--- config.mk ---
export PLATFORM = sky130hd
export DESIGN_NAME = adc_spi_reader
export DESIGN_NICKNAME = d
export VERILOG_FILES = /design/src/rtl/adc_spi_reader.sv
export SDC_FILE = /design/constraint.sdc
export NUM_CORES = 1
export LEC_CHECK = 0
export BUFFER_PORTS_ARGS = -buffer_cell sky130_fd_sc_hd__buf_2
export CAP_MARGIN = 20
export CORE_UTILIZATION = 50
export DETAILED_ROUTE_END_ITERATION = 6
export PLACE_DENSITY_LB_ADDON = 0.25
export SKIP_CTS_REPAIR_TIMING = 1
export SLEW_MARGIN = 40
export SYNTH_ARGS = -nofsm -noshare
export SYNTH_HDL_FRONTEND = slang
export SYNTH_SLANG_ARGS = --single-unit
--- constraint.sdc ---
create_clock -name clk -period 4.65 [get_ports clk]
set_input_delay 0.6975 -clock clk [delete_from_list [all_inputs] [get_ports clk]]
set_output_delay 0.6975 -clock clk [all_outputs]
set_load 0.01 [all_outputs]
--- src/rtl/adc_spi_reader.sv ---
module adc_spi_reader #(
  parameter int HALF_CYC  = 32,
  parameter int WAKE_CYC  = 320,
  parameter int GUARD_CYC = 8,
  parameter int GAP_CYC   = 16,
  parameter bit SPLIT     = 1'b1
) (
  input  logic       clk,
  input  logic       rst_n,
  input  logic       start,
  output logic       busy,
  output logic       cs_n,
  output logic       sclk,
  input  logic       miso,
  output logic       res_valid,
  output logic [9:0] res_data,
  output logic       res_chan,
  output logic [1:0] res_sub,
  output logic       hdr_err
);
  localparam int MAXC = (WAKE_CYC > HALF_CYC ? WAKE_CYC : HALF_CYC) +
                        (GUARD_CYC > GAP_CYC ? GUARD_CYC : GAP_CYC);
  localparam int CW = $clog2(MAXC + 1);

  typedef enum logic [2:0] {S_IDLE, S_WAKE, S_LO, S_HI, S_GAP, S_FIN, S_GUARD} st_t;

  st_t         st;
  logic [CW-1:0] cnt;
  logic [3:0]  bitn;
  logic [15:0] shreg;

  wire tick = (cnt == '0);
  assign busy = (st != S_IDLE);

  always_ff @(posedge clk or negedge rst_n) begin
    if (!rst_n) begin
      st        <= S_IDLE;
      cnt       <= '0;
      bitn      <= '0;
      shreg     <= '0;
      cs_n      <= 1'b1;
      sclk      <= 1'b0;
      res_valid <= 1'b0;
      res_data  <= '0;
      res_chan  <= 1'b0;
      res_sub   <= '0;
      hdr_err   <= 1'b0;
    end else begin
      res_valid <= 1'b0;
      case (st)
        S_IDLE: if (start) begin
          cs_n <= 1'b0;
          bitn <= '0;
          cnt  <= CW'(WAKE_CYC - 1);
          st   <= S_WAKE;
        end
        S_WAKE, S_GAP: if (tick) begin
          cnt <= CW'(HALF_CYC - 1);
          st  <= S_LO;
        end else cnt <= cnt - 1'b1;
        S_LO: if (tick) begin
          sclk  <= 1'b1;
          shreg <= {shreg[14:0], miso};
          cnt   <= CW'(HALF_CYC - 1);
          st    <= S_HI;
        end else cnt <= cnt - 1'b1;
        S_HI: if (tick) begin
          sclk <= 1'b0;
          bitn <= bitn + 1'b1;
          if (bitn == 4'd15) st <= S_FIN;
          else if (SPLIT && bitn == 4'd7) begin
            cnt <= CW'(GAP_CYC - 1);
            st  <= S_GAP;
          end else begin
            cnt <= CW'(HALF_CYC - 1);
            st  <= S_LO;
          end
        end else cnt <= cnt - 1'b1;
        S_FIN: begin
          cs_n      <= 1'b1;
          res_valid <= 1'b1;
          res_data  <= shreg[11:2];
          res_chan  <= shreg[12];
          res_sub   <= shreg[1:0];
          hdr_err   <= ~&shreg[15:13];
          cnt       <= CW'(GUARD_CYC - 1);
          st        <= S_GUARD;
        end
        S_GUARD: if (tick) st <= S_IDLE;
                 else cnt <= cnt - 1'b1;
        default: st <= S_IDLE;
      endcase
    end
  end
endmodule

# --- Yosys cells after proc, flatten, opt, wreduce, memory -nomap -nowiden ---
# Index checks and enable logic that the tools add are counted.
totals:
  in_bits: 4
  out_inout_bits: 18
  reg_bits: 49
  word_cells: 69
op_classes:
  reduce_logical: 17
  n_mux: 24
  n_eq_ne: 15
  addsub: 2
ops:
  columns: ["op", "n"]
  rows:
  - ["$mux 9", 5]
  - ["$pmux 9 s5", 1]
  - ["$mux 3", 7]
  - ["$pmux 3 s6", 1]
  - ["$ne 2x2->1 const B", 6]
  - ["$eq 3x3->1 const B", 3]
  - ["$logic_not 9->1", 1]
  - ["$reduce_and 3->1", 3]
  - ["$sub 9x1->9 const B", 1]
  - ["$mux 4", 2]
  - ["$pmux 4 s2", 1]
  - ["$eq 3x2->1 const B", 2]
  - ["$reduce_bool 2->1", 3]
  - ["$mux 5", 1]
  - ["$reduce_and 5->1", 1]
  - ["$reduce_bool 5->1", 1]
  - ["$add 4x1->4 const B", 1]
  - ["$eq 4x3->1 const B", 1]
  - ["$eq 4x4->1 const B", 1]
  - ["$mux 1", 4]
  - ["$pmux 1 s2", 2]
  - ["$reduce_and 2->1", 2]
  - ["$reduce_and 4->1", 1]
  - ["$eq 3x1->1 const B", 1]
  - ["6 further kinds", 6]

# --- Depth between registers and ports, before layout ---
depth:
  ltp_word: 5
  depth_mapped: 8
  mapped_depth_nobuf: 7

# --- Least setup slack after synthesis ---
# Ideal clock, no wire load.
synth_timing:
  path_kind: "reg2reg"
  from: "reg cnt[0]"
  to: "reg shreg[10]"
  synth_period_minus_slack_ps: 1875
  arrival_time_ps: 1750
  path_slack_ps: 2775
  setup_ps: 125
  stages_incl_launch_ff: 9
  path_buffers: 2
  required_ps: 4525
  path_cell_list: "dfrtp_1 -> inv_1 -> ha_1 -> nor4b_4 -> and2_1 -> buf_6 -> nand3_4 -> buf_6 -> mux2_4"
synth_between:
  elab_chain_cells: 2
synth_lines:
  columns: ["item", "line_no", "source"]
  rows:
  - ["start: declaration", "28", "logic [CW-1:0] cnt;"]
  - ["start signal: assignment", "54", "cnt <= CW'(WAKE_CYC - 1);"]
  - ["start signal: assignment", "58", "cnt <= CW'(HALF_CYC - 1);"]
  - ["start signal: assignment", "60", "end else cnt <= cnt - 1'b1;"]
  - ["$logic_not 9->1", "32", "wire tick = (cnt == '0);"]
  - ["$reduce_and 2->1 (no source line)", null, null]
  - ["end signal: assignment", "63", "shreg <= {shreg[14:0], miso};"]
  - ["end: declaration", "30", "logic [15:0] shreg;"]
# No other way between the ends.
# A chain may end at the register's enable or synchronous reset.

# --- Worst setup path after layout ---
layout_timing:
  from: "reg st[2]"
  to: "out busy"
layout_between:
  elab_chain_cells: 1
layout_lines:
  columns: ["item", "line_no", "source"]
  rows:
  - ["start: declaration", "27", "st_t st;"]
  - ["start signal: assignment", "37", "st <= S_IDLE;"]
  - ["start signal: assignment", "55", "st <= S_WAKE;"]
  - ["start signal: assignment", "59", "st <= S_LO;"]
  - ["$reduce_bool 3->1", "33", "assign busy = (st != S_IDLE);"]
  - ["end: declaration", "11", "output logic busy,"]
# No other way between the ends.

==> impl_metrics.json <==
{
  "insertion_delay_ns": 0.29,
  "power_density_nw_per_um2": 426.3,
  "r2r_cells": 4,
  "mostFrequentLayoutCells": "nand2_1, dfrtp_1, buf_2",
  "htreeDepth": 2,
  "cpPeakStageDelay_ns": 0.62,
  "clk_pin_slew_ns": 0.09,
  "cts_tree": "done",
  "synth-edff-count": 0,
  "globalRouteOverflowTotal": 0,
  "hold_depth": 2,
  "hpwlAfterDp_um": 3106,
  "synth_flop_cell": "dfrtp_1",
  "grt_pass1_wl_um": 7769,
  "ys_seq_area_share_pct": 50.88,
  "remaining_drc_errors": 0,
  "synth_area_leaders": "dfrtp_1, nand2_1, mux2_4",
  "path_max_fanout": 24,
  "critPathTopFamily": "flip-flops",
  "num_vias": 1785,
  "rsz0062_at_grt": "false",
  "place_area_um2": 2536,
  "cts.sink_count": 49,
  "routed_wl_um": 4493,
  "hold_path.class": "reg2reg",
  "synth_seq_cells": 49,
  "die_w_um": 71.46,
  "vias_per_cell": 5.777,
  "drv_cap": 0,
  "die_h_um": 71.46,
  "final_layout_size_suffix_gt1_share_pct": 19.84,
  "period_share_pct": 52.24,
  "dr.pass1.iters": 4,
  "finalInstanceArea_um2": 2624,
  "ir_drop_mv": 0.2773,
  "crit_type": "reg2out",
  "finalHoldViolations": 0,
  "synth_area_leader_cell": "dfrtp_1",
  "wl_per_cell_um": 14.54,
  "synth_top_area_share_pct": 49.79,
  "start_util_pct": 53.56,
  "yosysWarnings": 0,
  "num_io_pins": 22,
  "grt_usage_pct": 19.37,
  "antenna_left": 0,
  "critPathLaunchType": "flop",
  "crit_buf_inv": 2,
  "critPathCaptureType": "primary output",
  "die_area_um2": 5107,
  "grt_max_degree": 50,
  "core-area_um2": 4504,
  "numCtsBuffers": 5,
  "syn_area_per_cell_um2": 10.22,
  "area_delta_synth_final_pct": 8.766,
  "finalClockSkew_ns": 0.01336,
  "synth_area_um2": 2412,
  "cp_slowest_cell": "dfrtp_1",
  "max-slew-margin-rel_pct": 57.58,
  "post-route-min-period_ns": 2.429,
  "antenna_found_initial": 0,
  "fin_nets": 263,
  "drt_iter0_drc": 121,
  "portBuffers": 21,
  "required_ns": 3.95,
  "nFillCells": 410,
  "syn_nets": 243,
  "fmax_mhz": 411.7,
  "synthArstFlopShare_pct": 100.0,
  "multi_input_comb_area_um2": 1097,
  "synth_cell_types": 49,
  "cp_cell_sequence": "nor3_1 -> inv_1 -> buf_2",
  "cp.arrival_ns": 1.73,
  "clockBufferDepth": 2,
  "final_common_cell": "nand2_1",
  "status": "finished, final reports clean",
  "cp.depth": 3,
  "setup_tns_ns": 0,
  "synth_cells": 236,
  "antenna_cells": 0,
  "tightest_slew_ns": 0.6363,
  "root_buffer": "clkbuf_8",
  "grt_pass1_vias": 1654,
  "p_leak_nw": 1.324,
  "gp_congestion": 0.8485,
  "setup_violations": 0,
  "seqCellArea_um2": 1227,
  "std_cell_rows": 24,
  "slew_viol_final": 0
}
-- tightest hold or removal path: stages (launching register included) --
cell and delay, ns:
dfstp_2 0.38, nand2_1 0.05, nand2_1 0.05
-- metrics by stage --
stage / setup WS (ns) / cells / power (mW) / util (%) / hold slack, ns
3_3_place_gp: 2.445 / 301 / 0.8765 / 56.31 / 0.4593
5_1_grt: 2.074 / 309 / 1.196 / 58.25 / 0.5014
6_report: 2.221 / 309 / 1.118 / 58.25 / 0.4670
3_5_place_dp: 2.441 / 301 / 0.8850 / 56.31 / 0.4524
2_1_floorplan: 2.775 / 236 / 0.8143 / - / 0.4019
4_1_cts: 2.232 / 309 / 1.126 / 58.25 / 0.4668
-- logic make-up after synthesis --
| group | Yosys count | share of synthesized area [%] |
|---|---|---|
| adder cells (fa/ha/maj) | 4 | 1.971 |
| buffers and inverters | 18 | 3.630 |
| AO/OA/AOI/OAI | 46 | 13.07 |
| multiplexers | 17 | 9.284 |
| flip-flops | 49 | 50.88 |
| AND/OR/NAND/NOR | 101 | 20.80 |
| XOR/XNOR | 1 | 0.3631 |
-- layout make-up --
| cell class | instances | share of cell area, % |
|---|---|---|
| well taps | 52 | 2.480 |
| clock buffers | 6 | 2.766 |
| inverters | 9 | 1.288 |
| clock inverters | 2 | 0.5722 |
| multi-input cells | 169 | 41.82 |
| repair buffers | 22 | 4.292 |
| flip-flops and latches | 49 | 46.78 |
-- final timing paths --
| check | startpoint | end | slack, ns |
|---|---|---|---|
| max in group asynchronous | rst_n | st[0]$_DFFE_PN0P_ | 3.74 |
| hold reg to reg | cs_n$_DFFE_PN1P_ | cs_n$_DFFE_PN1P_ | 0.47 |
| setup / recovery | st[2]$_DFFE_PN0P_ | busy | 2.22 |
| min in group asynchronous | rst_n | cnt[6]$_DFFE_PN0P_ | 0.49 |
| hold / removal | cs_n$_DFFE_PN1P_ | cs_n$_DFFE_PN1P_ | 0.47 |
| setup reg to reg | st[2]$_DFFE_PN0P_ | hdr_err$_DFFE_PN0P_ | 2.41 |
-- state kept, by name (all words and copies together), names as in the netlist, 2 cells and up --
name and cells:
res_sub 2, st 3, shreg 16, bitn 4
res_data 10, cnt 9
-- routing by layer --
layer / global-route usage [%] / vias to the layer above / part of all wire, %
li1: - / 876 / -
met1: 28.88 / 867 / 50
met2: 29.52 / 40 / 45
met3: 3.376 / 2 / 4.1
met4: 5.229 / 0 / 0.56
met5: 0 / - / 0
-- synthesized netlist by cell type (2+ instances only) --
cell type	instances
buf_6	2
mux2_4	9
clkbuf_1	4
inv_1	9
o211ai_1	2
ha_1	3
dfrtp_1	48
a31oi_1	2
a21boi_0	2
nor2_1	12
nor4_1	6
nand2b_1	2
nand2_1	53
o31ai_1	2
a22o_1	5
nand4_1	2
a21oi_1	9
o21ai_0	12
nor3_1	7
mux2_2	7
a41o_1	2
nand3_1	7
and2_1	3
-- power by group --
| group | leakage, nW | switching [mW] | internal [mW] | total [mW] |
|---|---|---|---|---|
| clock | 0.0374 | 0.133 | 0.106 | 0.239 |
| sequential | 0.648 | 0.119 | 0.495 | 0.614 |
| combinational | 0.639 | 0.141 | 0.125 | 0.266 |
| total | 1.32 | 0.393 | 0.726 | 1.12 |
No activity file was read; power rests on OpenSTA's default activity.
